===== src/rtl/cmd_resp_ctrl.sv =====
module cmd_resp_ctrl #(
  parameter int          ACK_DLY  = 3,
  parameter logic [63:0] IFACE_ID = 64'h0000_0001_0000_4014,
  parameter logic [63:0] CMD_ADDR = 64'h0000_0000_FED4_0080,
  parameter logic [63:0] RSP_ADDR = 64'h0000_0000_FED4_0080,
  parameter logic [31:0] CMD_SIZE = 32'h0000_0F80,
  parameter logic [31:0] RSP_SIZE = 32'h0000_0F80
) (
  input  logic        clk,
  input  logic        rst_n,
  input  logic        wr_en,
  input  logic [6:0]  addr,
  input  logic [31:0] wdata,
  output logic [31:0] rdata,
  output logic        eng_start,
  output logic        eng_cancel,
  input  logic        eng_done,
  input  logic        eng_error
);
  localparam int          CW       = $clog2(ACK_DLY + 1);
  localparam logic [31:0] RSP_REPT = (CMD_ADDR == RSP_ADDR) ? CMD_SIZE : RSP_SIZE;

  logic [4:0]    widx;
  logic          gnt_q, idle_q, err_q, start_q, cancel_q, pend_rdy, pend_idl;
  logic [CW-1:0] cnt;
  logic          req_wr, accept;

  assign widx   = addr[6:2];
  assign req_wr = wr_en && widx == 5'd16 && (wdata[0] || wdata[1]);
  assign accept = wr_en && widx == 5'd19 && wdata[0] && gnt_q && !idle_q && !start_q;
  assign eng_cancel = cancel_q;

  always_ff @(posedge clk) begin
    if (!rst_n) begin
      gnt_q <= 1'b0;
      cancel_q <= 1'b0;
    end else begin
      if (wr_en && widx == 5'd2) begin
        if (wdata[1])      gnt_q <= 1'b0;
        else if (wdata[0]) gnt_q <= 1'b1;
      end
      if (wr_en && widx == 5'd18) cancel_q <= wdata[0];
    end
  end

  always_ff @(posedge clk) begin
    if (!rst_n) begin
      pend_rdy <= 1'b0;
      pend_idl <= 1'b0;
      cnt      <= '0;
      idle_q   <= 1'b1;
    end else if (req_wr) begin
      pend_rdy <= wdata[0];
      pend_idl <= !wdata[0];
      cnt      <= CW'(ACK_DLY - 1);
    end else if (pend_rdy || pend_idl) begin
      if (cnt == '0) begin
        idle_q   <= pend_idl;
        pend_rdy <= 1'b0;
        pend_idl <= 1'b0;
      end else begin
        cnt <= cnt - 1'b1;
      end
    end
  end

  always_ff @(posedge clk) begin
    if (!rst_n) begin
      start_q   <= 1'b0;
      err_q     <= 1'b0;
      eng_start <= 1'b0;
    end else begin
      eng_start <= accept;
      if (accept) begin
        start_q <= 1'b1;
        err_q   <= 1'b0;
      end else if (start_q && eng_error) begin
        start_q <= 1'b0;
        err_q   <= 1'b1;
      end else if (start_q && eng_done) begin
        start_q <= 1'b0;
      end
    end
  end

  always_comb begin
    case (widx)
      5'd0:    rdata = gnt_q ? 32'h82 : 32'h0;
      5'd3:    rdata = {31'b0, gnt_q};
      5'd12:   rdata = IFACE_ID[31:0];
      5'd13:   rdata = IFACE_ID[63:32];
      5'd16:   rdata = {30'b0, pend_idl, pend_rdy};
      5'd17:   rdata = {30'b0, idle_q, err_q};
      5'd18:   rdata = {31'b0, cancel_q};
      5'd19:   rdata = {31'b0, start_q};
      5'd22:   rdata = CMD_SIZE;
      5'd23:   rdata = CMD_ADDR[31:0];
      5'd24:   rdata = CMD_ADDR[63:32];
      5'd25:   rdata = RSP_REPT;
      5'd26:   rdata = RSP_ADDR[31:0];
      5'd27:   rdata = RSP_ADDR[63:32];
      default: rdata = 32'h0;
    endcase
  end

  AST_PEND_EXCL: assert property (@(posedge clk) disable iff (!rst_n) !(pend_rdy && pend_idl));
  AST_RDY_DONE: assert property (@(posedge clk) disable iff (!rst_n)
    pend_rdy && cnt == '0 && !req_wr |=> !idle_q && !pend_rdy);
  AST_IDL_DONE: assert property (@(posedge clk) disable iff (!rst_n)
    pend_idl && cnt == '0 && !req_wr |=> idle_q && !pend_idl);
  AST_START_PULSE: assert property (@(posedge clk) disable iff (!rst_n) eng_start |=> !eng_start);
  AST_DONE_CLEARS: assert property (@(posedge clk) disable iff (!rst_n)
    start_q && eng_done && !eng_error |=> !start_q);
  AST_ERR_SETS: assert property (@(posedge clk) disable iff (!rst_n)
    start_q && eng_error |=> err_q && !start_q);
endmodule


===== config.mk =====
export PLATFORM = sky130hd
export DESIGN_NAME = cmd_resp_ctrl
export DESIGN_NICKNAME = d
export VERILOG_FILES = /design/src/rtl/cmd_resp_ctrl.sv
export SDC_FILE = /design/constraint.sdc
export NUM_CORES = 1
export LEC_CHECK = 0
export ABC_AREA = 1
export BUFFER_PORTS_ARGS = -buffer_cell sky130_fd_sc_hd__buf_2
export CORE_ASPECT_RATIO = 1.5
export CORE_MARGIN = 3
export CORE_UTILIZATION = 39
export DETAILED_ROUTE_END_ITERATION = 10
export GPL_TIMING_DRIVEN = 1
export PLACE_DENSITY = 0.84
export SYNTH_ARGS = -nofsm -noshare
export SYNTH_HDL_FRONTEND = slang
export SYNTH_SLANG_ARGS = --single-unit

===== constraint.sdc =====
create_clock -name clk -period 2.2 [get_ports clk]
set_clock_uncertainty 0.1 [all_clocks]
set_input_delay 0 -clock clk [delete_from_list [all_inputs] [get_ports clk]]
set_output_delay 0 -clock clk [all_outputs]
set_load 0.05 [all_outputs]

==> impl_results.html <==
<table>
<tr><th>Metric</th><th>Value</th></tr>
<tr><th colspan="2">Outcome</th></tr>
<tr><td>Run status</td><td>complete, no violations</td></tr>
<tr><th colspan="2">Timing</th></tr>
<tr><td>Final Hold Viols</td><td>0</td></tr>
<tr><td>Final worst path period need</td><td>1.890 ns</td></tr>
<tr><td>TNS Setup</td><td>0 ns</td></tr>
<tr><td>Final worst hold slack</td><td>just over 0.04 ns</td></tr>
<tr><td>Max-slew violations</td><td>0</td></tr>
<tr><td>Max Clk Rate</td><td>between 500 and 600 MHz</td></tr>
<tr><td>Finish-stage setup viols</td><td>0</td></tr>
<tr><td>Unrepaired setup endpoints after global routing</td><td>no</td></tr>
<tr><td>Final worst-path cycle share</td><td>85.91%</td></tr>
<tr><td>Minimum setup slack in the final design</td><td>0.3100 ns</td></tr>
<tr><th colspan="2">Detailed routing</th></tr>
<tr><td>Detail-routed net length per standard cell</td><td>between 9 and 10 µm</td></tr>
<tr><td>Via count</td><td>about 860</td></tr>
<tr><td>Post-detailed-route count of antenna-violating nets</td><td>0</td></tr>
<tr><td>Total Routed Length</td><td>approximately 1800 µm</td></tr>
<tr><td>Vias per cell</td><td>approximately 4.8</td></tr>
<tr><td>Iter 0 DRT Violations</td><td>11</td></tr>
<tr><td>Remaining design rule violation count</td><td>0</td></tr>
<tr><td>Pre-antenna DRT Iters</td><td>4</td></tr>
<tr><th colspan="2">Placement</th></tr>
<tr><td>Count of port buffers added during placement</td><td>34</td></tr>
<tr><td>Pre-CTS WS</td><td>0.9223 ns</td></tr>
<tr><td>Final RePlAce weighted congestion</td><td>0.8370</td></tr>
<tr><td>HPWL Detailed</td><td>around 1400 µm</td></tr>
<tr><th colspan="2">Global routing</th></tr>
<tr><td>Total global routing overflow</td><td>0</td></tr>
<tr><td>Global routing usage summed across all routing layers</td><td>13.80%</td></tr>
<tr><td>Initial antenna violation count</td><td>0</td></tr>
<tr><td>Largest net degree at the start of global routing</td><td>12</td></tr>
<tr><td>Vias in the first global route</td><td>760</td></tr>
<tr><td>Global-route wire length before repair</td><td>2946 µm</td></tr>
<tr><th colspan="2">Worst setup path</th></tr>
<tr><td>Reg-to-Reg Start</td><td>eng_cancel</td></tr>
<tr><td>Worst Path Required</td><td>2.31 ns</td></tr>
<tr><td>Crit path launch</td><td>wdata[0]</td></tr>
<tr><td>Crit. End Element</td><td>flip-flop</td></tr>
<tr><td>Crit start category</td><td>input port</td></tr>
<tr><td>Arrival time reported for the critical path endpoint</td><td>2.00 ns</td></tr>
<tr><td>Kind of critical path</td><td>in -&gt; reg</td></tr>
<tr><td>Largest fanout on the critical path</td><td>4</td></tr>
<tr><th colspan="2">Worst hold path</th></tr>
<tr><td>Type of the most critical hold path</td><td>in -&gt; reg</td></tr>
<tr><td>Critical hold path startpoint</td><td>addr[2]</td></tr>
<tr><th colspan="2">Power and ir drop</th></tr>
<tr><td>Overall power of the completed layout</td><td>0.5057 mW</td></tr>
<tr><td>Maximum ir drop on the vdd rail</td><td>0.3279 mV</td></tr>
<tr><td>Reported leakage power</td><td>~0.56 nW</td></tr>
<tr><td>Power Dens Cells</td><td>~500 nW/µm²</td></tr>
<tr><th colspan="2">Layout</th></tr>
<tr><td>Most common cell after layout, fill and taps aside</td><td>buf_2</td></tr>
<tr><td>Final Util</td><td>49.76%</td></tr>
<tr><td>Number of fill cells</td><td>between 200 and 250</td></tr>
<tr><td>Share of final-layout standard cells stronger than drive strength 1</td><td>32.08%</td></tr>
<tr><td>Area grow syn2layout</td><td>19.47%</td></tr>
<tr><td>Number of nets in the layout</td><td>between 200 and 250</td></tr>
<tr><td>Commonest non-fill, non-tap cells in the layout</td><td>buf_2 (34), nand2_1 (20), nand3_1 (17)</td></tr>
<tr><td>Antenna diode instance count</td><td>0</td></tr>
<tr><th colspan="2">Clocking</th></tr>
<tr><td>Latest clock arrival within the worst-skew pair</td><td>roughly 0.27 ns</td></tr>
<tr><td>Sink count of the clock tree</td><td>10</td></tr>
<tr><td>CTS tree</td><td>yes</td></tr>
<tr><td>Number of buffers on the longest clock path</td><td>2</td></tr>
<tr><td>Total setup buffers inserted after CTS</td><td>0</td></tr>
<tr><td>Post-CTS clock slew at the launch and capture registers of the worst setup and hold paths</td><td>0.06 ns</td></tr>
<tr><td>Inserted Clock Buffers</td><td>3</td></tr>
<tr><td>Master cell of the clock root buffer</td><td>clkbuf_4</td></tr>
<tr><td>H-tree levels</td><td>1</td></tr>
<tr><th colspan="2">Yosys</th></tr>
<tr><td>Number of distinct library cell variants in the gate-level netlist after synthesis</td><td>21</td></tr>
<tr><td>Netlist area before placement</td><td>between 800 and 900 µm²</td></tr>
<tr><td>Sequential-to-total area share from yosys stat</td><td>approximately a quarter</td></tr>
<tr><td>Yosys Warn Count</td><td>0</td></tr>
<tr><td>Number of synthesized register bits</td><td>10</td></tr>
<tr><td>Syn Inst Count</td><td>128</td></tr>
<tr><td>Synth Area per Inst</td><td>6.676 µm²</td></tr>
<tr><th colspan="2">Die</th></tr>
<tr><td>Die Area</td><td>2800 µm²</td></tr>
<tr><td>Core box area</td><td>2052 µm²</td></tr>
<tr><td>Die width</td><td>44.22 µm</td></tr>
<tr><td>Floorplan row count</td><td>20</td></tr>
<tr><td>Die Height</td><td>63.33 µm</td></tr>
<tr><td># IOs</td><td>78</td></tr>
<tr><td>Initial core utilization</td><td>a little over two fifths</td></tr>
<tr><th colspan="2">Flow run</th></tr>
<tr><td>Max-cap violations</td><td>0</td></tr>
</table>
==> timing repair <==
item / CTS / global route
endpoints found under the hold margin: 7 / 0
resized for setup: 0 / 0
hold buffers: 9 / 0
==> critical path, stage by stage <==
cell and delay (ns):
dlygate4sd3_1 0.52, buf_2 0.14, nand4_1 0.09, dlygate4sd3_1 0.57
a21oi_1 0.13, dlygate4sd3_1 0.55
==> area by class of cell <==
type	count	area, µm²	area share (%)
repair buffers	43	260.3	25.49
well taps	22	27.53	2.696
multi-input cells	88	444.2	43.50
clock buffers	4	36.28	3.554
inverters	14	52.55	5.147
flip-flops and latches	10	200.2	19.61
==> through the flow <==
stage	cell area, µm²	std cells
3_5_place_dp	894.6	168
6_report	1021	181
3_3_place_gp	894.6	168
4_1_cts	1021	181
2_1_floorplan	892.1	138
5_1_grt	1021	181
==> flip-flops by register name (all words and copies together) (netlist names) <==
signal      flops
start_q         1
err_q           1
pend_idl        1
eng_cancel      1
idle_q          1
gnt_q           1
pend_rdy        1
cnt             2
eng_start       1
==> where the power goes <==
part	total, mW	switching (mW)	internal [mW]	leakage, nW
combinational	0.160	0.126	0.0341	0.454
clock	0.163	0.0623	0.101	0.0210
sequential	0.182	0.000634	0.182	0.0806
==> path summary, 6_finish.rpt <==
| path | endpoint | slack [ns] | cells after the start |
|---|---|---|---|
| worst max register to register | eng_cancel | 0.99 | 3 |
| worst min register to register | idle_q | 0.38 | 2 |
| worst min-delay path | cnt[1] | 0.04 | 4 |
| worst max-delay path | eng_cancel | 0.31 | 6 |
==> synth_stat cells <==
cell      count  share of area, %
nand3_1      17                10
inv_1         9               4.0
nor4b_1       1               1.0
nand3_4       1               2.1
nand4_1       4               2.9
buf_4        26                23
nand3b_1      1              0.88
nor2_1       13               5.7
o31ai_1       1              0.88
nand2_1      20               8.8
or2_1         1              0.73
nor2_4        4               5.3
conb_1        1              0.44
nor2_2        4               2.9
o21ai_0       1              0.59
clkinv_1      2              0.88
inv_2         3               1.3
a21oi_1       6               3.5
dfxtp_1      10                23
nand2_2       1              0.73
nor3_1        2               1.2
==> metal layers <==
metal	up-vias	part of all wire [%]	track usage (%)
met3	5	10	1.429
li1	438	-	-
met5	-	0	0
met2	44	50	25.00
met1	375	37	13.91
met4	0	2.6	9.057
==> kinds of logic (layout without fill, tap and decap cells) <==
logic type | after synthesis | count (layout) | synth area share, %
AOI/OAI and AO/OA | 8 | 8 | 4.978
buffers and inverters | 40 | 61 | 28.99
DFF | 10 | 10 | 23.43
other | 1 | 11 | 0.4388
and+or+nand+nor | 69 | 69 | 42.17
No activity file was read; power rests on OpenSTA's default activity.
